## src/rtl/hbf_pkg.sv

```systemverilog
package hbf_pkg;
  localparam logic [1:0] SEL_CTRL = 2'd0;
  localparam logic [1:0] SEL_DIR  = 2'd1;
  localparam logic [1:0] SEL_DATA = 2'd2;

  localparam int PAD_CS   = 0;
  localparam int PAD_AS   = 1;
  localparam int PAD_DS   = 2;
  localparam int PAD_WR   = 3;
  localparam int PAD_RW   = 4;
  localparam int PAD_ADDR = 5;

  localparam int CTRL_W = 9;

  // bit 0 at the bottom
  typedef struct packed {
    logic dbl_req;
    logic req_en;
    logic req_od;
    logic mux;
    logic dual;
    logic ds_pol;
    logic as_pol;
    logic cs_pol;
    logic port_en;
  } ctrl_t;
endpackage

```

## src/rtl/hbf_cfg_regs.sv

```systemverilog
module hbf_cfg_regs
  import hbf_pkg::*;
#(
  parameter int NPAD   = 8,
  parameter int CFG_DW = 9
) (
  input  logic              clk_i,
  input  logic              rst_ni,
  input  logic              we_i,
  input  logic [1:0]        sel_i,
  input  logic [CFG_DW-1:0] wdata_i,
  output ctrl_t             ctrl_o,
  output logic [NPAD-1:0]   dir_o,
  output logic [NPAD-1:0]   data_o
);
  always_ff @(posedge clk_i or negedge rst_ni) begin
    if (!rst_ni) begin
      ctrl_o <= '0;
      dir_o  <= '0;
      data_o <= '0;
    end else if (we_i) begin
      unique case (sel_i)
        SEL_CTRL: ctrl_o <= ctrl_t'(wdata_i[CTRL_W-1:0]);
        SEL_DIR:  dir_o  <= wdata_i[NPAD-1:0];
        SEL_DATA: data_o <= wdata_i[NPAD-1:0];
        default:  ;
      endcase
    end
  end
endmodule

```

## src/rtl/hbf_sync.sv

```systemverilog
module hbf_sync #(
  parameter int W      = 8,
  parameter int STAGES = 2
) (
  input  logic         clk_i,
  input  logic         rst_ni,
  input  logic [W-1:0] d_i,
  output logic [W-1:0] q_o
);
  logic [W-1:0] stg_q [STAGES];

  for (genvar s = 0; s < STAGES; s++) begin : g_stage
    always_ff @(posedge clk_i or negedge rst_ni) begin
      if (!rst_ni)    stg_q[s] <= '0;
      else if (s == 0) stg_q[s] <= d_i;
      else            stg_q[s] <= stg_q[s-1];
    end
  end

  assign q_o = stg_q[STAGES-1];
endmodule

```

## src/rtl/hbf_strobe_decode.sv

```systemverilog
module hbf_strobe_decode
  import hbf_pkg::*;
#(
  parameter int ADDR_W = 3,
  localparam int NPAD  = PAD_ADDR + ADDR_W
) (
  input  logic              clk_i,
  input  logic              rst_ni,
  input  logic              port_en_i,
  input  logic              cs_pol_i,
  input  logic              as_pol_i,
  input  logic              ds_pol_i,
  input  logic              dual_i,
  input  logic              mux_i,
  input  logic [NPAD-1:0]   pad_s_i,
  input  logic [ADDR_W-1:0] ad_s_i,
  output logic              rd_o,
  output logic              wr_o,
  output logic [ADDR_W-1:0] addr_o,
  output logic [ADDR_W-1:0] latch_o,
  output logic              as_act_o
);
  logic cs_act, ds_act, wrs_act, rd_act, wr_act, rd_q, wr_q, rd_edge, wr_edge;
  logic [ADDR_W-1:0] addr_sel;

  assign cs_act   = port_en_i & (pad_s_i[PAD_CS] == cs_pol_i);
  assign as_act_o = port_en_i & mux_i & (pad_s_i[PAD_AS] == as_pol_i);
  assign ds_act   = (pad_s_i[PAD_DS] == ds_pol_i);
  assign wrs_act  = (pad_s_i[PAD_WR] == ds_pol_i);

  always_comb begin
    if (dual_i) begin
      rd_act = cs_act & ds_act;
      wr_act = cs_act & wrs_act;
    end else begin
      rd_act = cs_act & ds_act & pad_s_i[PAD_RW];
      wr_act = cs_act & ds_act & ~pad_s_i[PAD_RW];
    end
  end

  assign rd_edge  = rd_act & ~rd_q;
  assign wr_edge  = wr_act & ~wr_q;
  assign addr_sel = mux_i ? latch_o : pad_s_i[PAD_ADDR +: ADDR_W];

  always_ff @(posedge clk_i or negedge rst_ni) begin
    if (!rst_ni) begin
      rd_q    <= 1'b0;
      wr_q    <= 1'b0;
      rd_o    <= 1'b0;
      wr_o    <= 1'b0;
      addr_o  <= '0;
      latch_o <= '0;
    end else begin
      rd_q <= rd_act;
      wr_q <= wr_act;
      rd_o <= rd_edge;
      wr_o <= wr_edge;
      if (rd_edge | wr_edge) addr_o <= addr_sel;
      // transparent while strobe active, closes on deassert
      if (as_act_o) latch_o <= ad_s_i;
    end
  end
endmodule

```

## src/rtl/hbf_req_drive.sv

```systemverilog
module hbf_req_drive #(
  parameter int NLINE = 2
) (
  input  logic             port_en_i,
  input  logic             req_en_i,
  input  logic             req_od_i,
  input  logic             dbl_req_i,
  input  logic             tx_req_i,
  input  logic             rx_req_i,
  output logic [NLINE-1:0] req_o,
  output logic [NLINE-1:0] req_oe_o
);
  logic             drive;
  logic [NLINE-1:0] act, used;

  assign drive = port_en_i & req_en_i;

  for (genvar i = 0; i < NLINE; i++) begin : g_line
    if (i == 0) begin : g_tx
      assign act[i]  = dbl_req_i ? tx_req_i : (tx_req_i | rx_req_i);
      assign used[i] = 1'b1;
    end else begin : g_rx
      assign act[i]  = rx_req_i;
      assign used[i] = dbl_req_i;
    end
    assign req_oe_o[i] = drive & used[i] & (req_od_i ? act[i] : 1'b1);
    assign req_o[i]    = drive & used[i] & ~req_od_i & ~act[i];
  end
endmodule

```

## src/rtl/host_bus_frontend.sv

```systemverilog
module host_bus_frontend
  import hbf_pkg::*;
#(
  parameter int ADDR_W  = 3,
  localparam int NPAD   = PAD_ADDR + ADDR_W,
  localparam int CFG_DW = (NPAD > CTRL_W) ? NPAD : CTRL_W
) (
  input  logic              clk_i,
  input  logic              rst_ni,
  input  logic              cfg_we_i,
  input  logic [1:0]        cfg_sel_i,
  input  logic [CFG_DW-1:0] cfg_wdata_i,
  input  logic [NPAD-1:0]   pad_i,
  input  logic [ADDR_W-1:0] ad_lo_i,
  output logic [NPAD-1:0]   pad_o,
  output logic [NPAD-1:0]   pad_oe_o,
  output logic [NPAD-1:0]   pad_in_o,
  input  logic              tx_req_i,
  input  logic              rx_req_i,
  output logic              treq_o,
  output logic              treq_oe_o,
  output logic              rreq_o,
  output logic              rreq_oe_o,
  output logic              rd_o,
  output logic              wr_o,
  output logic [ADDR_W-1:0] addr_o
);
  ctrl_t             ctrl_q;
  logic [NPAD-1:0]   dir_q, data_q, pad_s;
  logic [ADDR_W-1:0] ad_s, latch_w;
  logic              as_act_w;
  logic [1:0]        req_w, req_oe_w;

  hbf_cfg_regs #(.NPAD(NPAD), .CFG_DW(CFG_DW)) i_cfg (
    .clk_i, .rst_ni,
    .we_i(cfg_we_i), .sel_i(cfg_sel_i), .wdata_i(cfg_wdata_i),
    .ctrl_o(ctrl_q), .dir_o(dir_q), .data_o(data_q)
  );

  hbf_sync #(.W(NPAD)) i_sync_pad (
    .clk_i, .rst_ni, .d_i(pad_i), .q_o(pad_s)
  );

  hbf_sync #(.W(ADDR_W)) i_sync_ad (
    .clk_i, .rst_ni, .d_i(ad_lo_i), .q_o(ad_s)
  );

  hbf_strobe_decode #(.ADDR_W(ADDR_W)) i_dec (
    .clk_i, .rst_ni,
    .port_en_i(ctrl_q.port_en), .cs_pol_i(ctrl_q.cs_pol),
    .as_pol_i(ctrl_q.as_pol), .ds_pol_i(ctrl_q.ds_pol),
    .dual_i(ctrl_q.dual), .mux_i(ctrl_q.mux),
    .pad_s_i(pad_s), .ad_s_i(ad_s),
    .rd_o, .wr_o, .addr_o,
    .latch_o(latch_w), .as_act_o(as_act_w)
  );

  hbf_req_drive #(.NLINE(2)) i_req (
    .port_en_i(ctrl_q.port_en), .req_en_i(ctrl_q.req_en),
    .req_od_i(ctrl_q.req_od), .dbl_req_i(ctrl_q.dbl_req),
    .tx_req_i, .rx_req_i,
    .req_o(req_w), .req_oe_o(req_oe_w)
  );

  assign treq_o    = req_w[0];
  assign treq_oe_o = req_oe_w[0];
  assign rreq_o    = req_w[1];
  assign rreq_oe_o = req_oe_w[1];

  // general-purpose fallback when the port is off
  assign pad_oe_o = ctrl_q.port_en ? '0 : dir_q;
  assign pad_o    = ctrl_q.port_en ? '0 : data_q;
  assign pad_in_o = pad_s;
endmodule

```

## config.mk

```make
export PLATFORM = sky130hd
export DESIGN_NAME = host_bus_frontend
export DESIGN_NICKNAME = d
export VERILOG_FILES = /design/src/rtl/hbf_pkg.sv /design/src/rtl/hbf_cfg_regs.sv /design/src/rtl/hbf_sync.sv /design/src/rtl/hbf_strobe_decode.sv /design/src/rtl/hbf_req_drive.sv /design/src/rtl/host_bus_frontend.sv
export SDC_FILE = /design/constraint.sdc
export NUM_CORES = 1
export LEC_CHECK = 0
export BUFFER_PORTS_ARGS = -buffer_cell sky130_fd_sc_hd__buf_2
export CAP_MARGIN = 20
export CORE_MARGIN = 2
export CORE_UTILIZATION = 45
export CTS_CLUSTER_DIAMETER = 120
export DETAILED_ROUTE_END_ITERATION = 7
export PLACE_DENSITY = 0.7
export SLEW_MARGIN = 20
export SYNTH_ARGS = -nofsm -noshare
export SYNTH_HDL_FRONTEND = slang
export SYNTH_SLANG_ARGS = --single-unit
```

## constraint.sdc

```tcl
create_clock -name clk_i -period 3.11 [get_ports clk_i]
set_input_delay 0.1555 -clock clk_i [delete_from_list [all_inputs] [get_ports clk_i]]
set_output_delay 0.1555 -clock clk_i [all_outputs]
set_load 0.02 [all_outputs]
```

# Yosys cells after proc, flatten, opt, wreduce, memory -nomap -nowiden

Index checks and enable logic that the tools add are counted.

Eq/ne operators: 6
Mux-type cells: 8
Bitwise gates (word level): 25
Reduce and logical (&&, ||, !) cells: 4

Operator list:

| kind                                                                   | number |
|---|---|
| 1-bit AND                                                              | 17 |
| 8-bit 2-to-1 mux                                                       | 2 |
| 1-bit inverter                                                         | 6 |
| 2-bit AND reduction                                                    | 3 |
| 1-bit 2-to-1 mux                                                       | 5 |
| 1-bit equality test                                                    | 4 |
| 3-bit 2-to-1 mux                                                       | 1 |
| 2-bit by 1-bit equality test with 1-bit output (second input constant) | 1 |
| 2-bit equality test (second input constant)                            | 1 |
| 2-bit zero test                                                        | 1 |
| 1-bit OR                                                               | 2 |

Bits in registers: 57
Input bits: 27
Output and inout port bits: 33

# Depth between registers and ports, before layout

Word-level depth: 7
Depth in mapped cells: 4
Gate-level depth less buffers: 4

# By module

From an unflattened synthesis, not the netlist that was laid out.

Cell total of the unflattened synthesis: 161
Area total of the unflattened synthesis: 2383.5 um^2

By module, submodules not included:

| module                | times used | cells each | area an instance (um^2) |
|---|---|---|---|
| hbf_cfg_regs          | 1          | 54         | 953.4 |
| hbf_strobe_decode     | 1          | 50         | 595.6 |
| hbf_sync (i_sync_pad) | 1          | 24         | 460.4 |
| hbf_sync (i_sync_ad)  | 1          | 9          | 172.7 |
| host_bus_frontend     | 1          | 17         | 143.9 |
| hbf_req_drive         | 1          | 7          | 57.6 |

# Worst setup path after synthesis

OpenSTA, ideal clock, no wires.

Kind: reg-to-output
Start point: register i_cfg.ctrl_o[0] (netlist bit)
End point: output port rreq_o
Data arrival time: 1372 ps
Data required time: 2954 ps
Slack: 1583 ps
Stages on the path, launching flop included: 4
Cell sequence: dfrtp_1 -> clkbuf_1 -> nand2_1 -> nor4_1

Cells in the longest elaborated chain, start to end: 4

Ends and longest elaborated chain:

| what                   | RTL line                | source |
|---|---|---|
| start, declared        | hbf_cfg_regs.sv:12      | `output ctrl_t ctrl_o,` |
| start signal, assigned | hbf_cfg_regs.sv:23      | `SEL_CTRL: ctrl_o <= ctrl_t'(wdata_i[CTRL_W-1:0]);` |
| 1-bit AND              | hbf_req_drive.sv:16     | `assign drive = port_en_i & req_en_i;` |
| 1-bit AND (3 in a row) | hbf_req_drive.sv:27     | `assign req_o[i] = drive & used[i] & ~req_od_i & ~act[i];` |
| end, declared          | host_bus_frontend.sv:22 | `output logic rreq_o,` |

Every way passes these cells.

# Worst setup path in the final report

Same ends and word-level chain as after synthesis.

==> reports/metrics.csv <==
stage;metric;value;unit
min_path;hold_sp;cfg_wdata_i[8];
final_layout;nets@finish;260;
clock_tree;Setup Buffers After CTS;0;
drt;Detailed Route Iter0 Violations;79;
worst_setup_path;required time worst endpoint;2.95;ns
global_route;total gr overflow;0;
worst_setup_path;WP data arrival;1.72;ns
worst_setup_path;worst r2r path cells;3;
timing;Worst slew margin;40.7;%
run_status;status;completed;
global_route;met3 Use GR;6.29;%
timing;final hold viol count;0;
drt;DRT Wirelength;4170;um
final_layout;fin area;2930;sq um
timing;slack of the critical path;1.23;ns
drt;vias per cell;4.79;
pwr;Max rail drop VDD;0.000488;V
yosys;post-synth top area cell;dfrtp_1;
final_layout;Reg area;1430;sq um
clock_tree;clk buf depth;2;
global_route;pin count of the biggest net entering global routing;43;
drt;via count;1461;
timing;final period utilization;60.3;%
worst_setup_path;FF-to-FF setup slack;1.33;ns
timing;Slew Limit Fails;0;
placed_design;IO Port Bufs;59;
die;Die Wd;75.1;um
global_route;met2 GRT Util;26.2;%
die;initial core utilization;47.5;%
run;max_cap viols;0;
die;die height;75.1;um
clock_tree;CTS Buf Count;9;
yosys;top-area cell type share of the netlist area;62.8;%
clock_tree;Clk Latency, worst-skew pair;0.33;ns
timing;maximum clock frequency;0.533;GHz
clock_tree;clock sinks;57;
timing;# setup viols final;0;
global_route;GRT Total Usage;17.0;%
yosys;top post-synthesis cells by count;dfrtp_1, mux2_2, nor2b_1, buf_4, nand2_1;
yosys;ys async rst share;100;%
drt;DR WL/cell;13.7;um
worst_setup_path;worst-path maximum fanout;21;
worst_setup_path;Setup crit start kind;register;
yosys;multiplexer area fraction after synthesis;14.9;%
drt;antenna-violating nets left;0;
yosys;post-synthesis compound-gate area fraction;7.38;%
pwr;Leak;1.35;nW
min_path;WHS Endpoint;i_cfg.ctrl_o[8];
placed_design;HPWL Detailed;2810;um
yosys;dominant synthesized flop cell;dfrtp_1;
drt;residual DRC count;0;
timing;skew final;0.00482;ns
yosys;XOR/XNOR share of the synthesized area;1.49;%
yosys;Post-Syn Area per Cell;14.2;sq um
yosys;synthesized-area fraction occupied by adder cells;0;%
drt;First-pass DRT Iterations;4;
worst_setup_path;worst reg2reg startpoint;i_cfg.ctrl_o[0];
die;FP Rows;25;
global_route;grt peak-use layer;met2;
final_layout;Area Overhead vs Synth;28.7;%
clock_tree;CTS tree;built;
timing;Fin Setup TNS;0;ns
global_route;first-pass GRT wire length;6780;um
yosys;simple-gate share of the synthesized area;10.1;%
min_path;Hold Crit Class;in -> reg;
yosys;post-synthesis register bit count;57;
yosys;Synth area leaders;dfrtp_1, mux2_2, nor2b_1;
timing;Final min period;1.88;ns
pwr;power density over the cells;743;nW/um^2
worst_setup_path;Critical Path End Type;output port;
global_route;number of global-route vias before repair;1478;
min_path;hold depth;3;
timing;RSZ-0062 raised after global routing;no;
yosys;YS warnings;0;
final_layout;filler cell count;379;
placed_design;Setup WS pre-CTS;1.32;ns
global_route;antenna violations before repair;0;
yosys;most numerous cell in the Yosys netlist;dfrtp_1;
yosys;Cell Area, Synth;2270;sq um
die;Top Ports;60;
yosys;synth unique cells;30;
yosys;syn nets;187;
die;core area;4790;sq um
yosys;main combinational cell family by area after synthesis;multiplexers;
final_layout;# diodes;0;
die;DIE AREA;5630;sq um
clock_tree;H-tree depth reported by CTS;3;
clock_tree;CTS resizes;0;
placed_design;routability cong.;0.787;
final_layout;area of the multi-input gates;769;sq um
timing;worst-margin pin slew;0.889;ns
yosys;register area share after synthesis;62.8;%
yosys;Post-Syn Instances;160;
worst_setup_path;WS Path Type;reg -> out;
global_route;met1 Use GR;20.8;%
yosys;EDFF count, synth;0;
clock_tree;clk slew on worst S/H paths;0.06;ns
clock_tree;hold bufs inserted after CTS;12;
worst_setup_path;capturing point of the worst reg2reg path;i_dec.addr_o[2];
placed_design;placed inst area;2590;sq um
final_layout;share of cells above drive strength 1;46.6;%
clock_tree;CTS root buf;clkbuf_8;
placed cells by master (no fill, tap or decap):
cell type | Yosys | layout
nor4_1 | 1 | 1
a21boi_0 | 3 | 3
and2_1 | 1 | 1
nor3_1 | 3 | 3
o21ai_0 | 1 | 1
clkbuf_8 | 0 | 9
mux2_2 | 30 | 30
clkinvlp_4 | 0 | 2
a21bo_2 | 1 | 1
inv_1 | 1 | 1
a31o_1 | 3 | 3
nor3b_2 | 1 | 1
o32ai_4 | 1 | 1
clkbuf_1 | 2 | 2
nand2_1 | 6 | 6
nor3b_1 | 2 | 2
o22ai_1 | 1 | 1
o21ai_1 | 1 | 1
nor3_2 | 1 | 1
xnor2_1 | 2 | 2
dlygate4sd3_1 | 0 | 12
dfrtp_1 | 57 | 57
a21oi_1 | 5 | 5
xnor2_2 | 1 | 1
nor2b_1 | 17 | 17
nand3b_1 | 2 | 2
clkinv_2 | 0 | 1
a221o_1 | 3 | 3
nor2_1 | 2 | 2
bufinv_16 | 0 | 2
o21ba_2 | 1 | 1
and2b_1 | 1 | 1
buf_2 | 1 | 59
buf_4 | 8 | 2
and3_1 | 1 | 1
critical path, cell delays in order (launching register included):
cell     delay (ns)
dfrtp_1        0.74
nand2_1        0.22
nor4_1         0.22
buf_2          0.21
cells by family after synthesis:
kind of cell    after synthesis
compound gates               20
xor+xnor                      3
buf+inv                      12
flops                        57
mux                          30
simple gates                 38
layer usage:
metal,vias to the layer above,wire (um)
met1,730,1780
met3,2,230
met5,-,0
li1,697,-
met2,32,2130
met4,0,27
power breakdown:
group / internal, mW / switching, mW / leakage [nW] / total (mW)
clock network: 0.450 / 0.277 / 0.0995 / 0.727
registers: 0.863 / 0.0932 / 0.675 / 0.956
logic: 0.242 / 0.248 / 0.575 / 0.489
how the worst max path moves through the flow:
stage,startpoint,endpoint,depth (start not counted)
6_report,i_cfg.ctrl_o[0],rreq_o,3
5_1_grt,i_cfg.ctrl_o[0],treq_o,3
4_1_cts,i_cfg.ctrl_o[0],rreq_o,3
3_5_place_dp,i_cfg.ctrl_o[0],i_dec.addr_o[0],3
3_3_place_gp,i_cfg.ctrl_o[0],i_dec.addr_o[0],3
2_1_floorplan,i_cfg.ctrl_o[0],rreq_o,3
flip-flops by register name, summed over array words and instances, names as in the netlist:
register	flops
i_cfg.dir_o	8
i_sync_pad.q_o	8
i_sync_ad.stg_q	3
i_dec.wr_o	1
i_dec.latch_o	3
i_dec.rd_o	1
i_cfg.data_o	8
i_cfg.ctrl_o	9
i_sync_ad.q_o	3
i_dec.addr_o	3
i_dec.rd_q	1
i_sync_pad.stg_q	8
i_dec.wr_q	1
stage by stage:
step                      cells  total power [mW]  hold WS [ns]  utilization (%)
final                       305              2.17        0.0283             61.1
after global placement      277              1.44         0.263             54.2
after CTS                   305              2.21        0.0102             61.1
after detailed placement    277              1.45         0.265             54.2
after floorplan             160              1.29        -0.140                -
after global routing        305              2.29        0.0658             61.1
cell type report:
type / instances / share of cell area [%]
repair buffers: 73 / 14.7
well taps: 67 / 2.87
multi-input cells: 91 / 26.3
flip-flops and latches: 57 / 48.8
inverters: 1 / 0.128
clock inverters: 5 / 2.74
clock buffers: 11 / 4.49
Power figures use the tool's default switching activity.
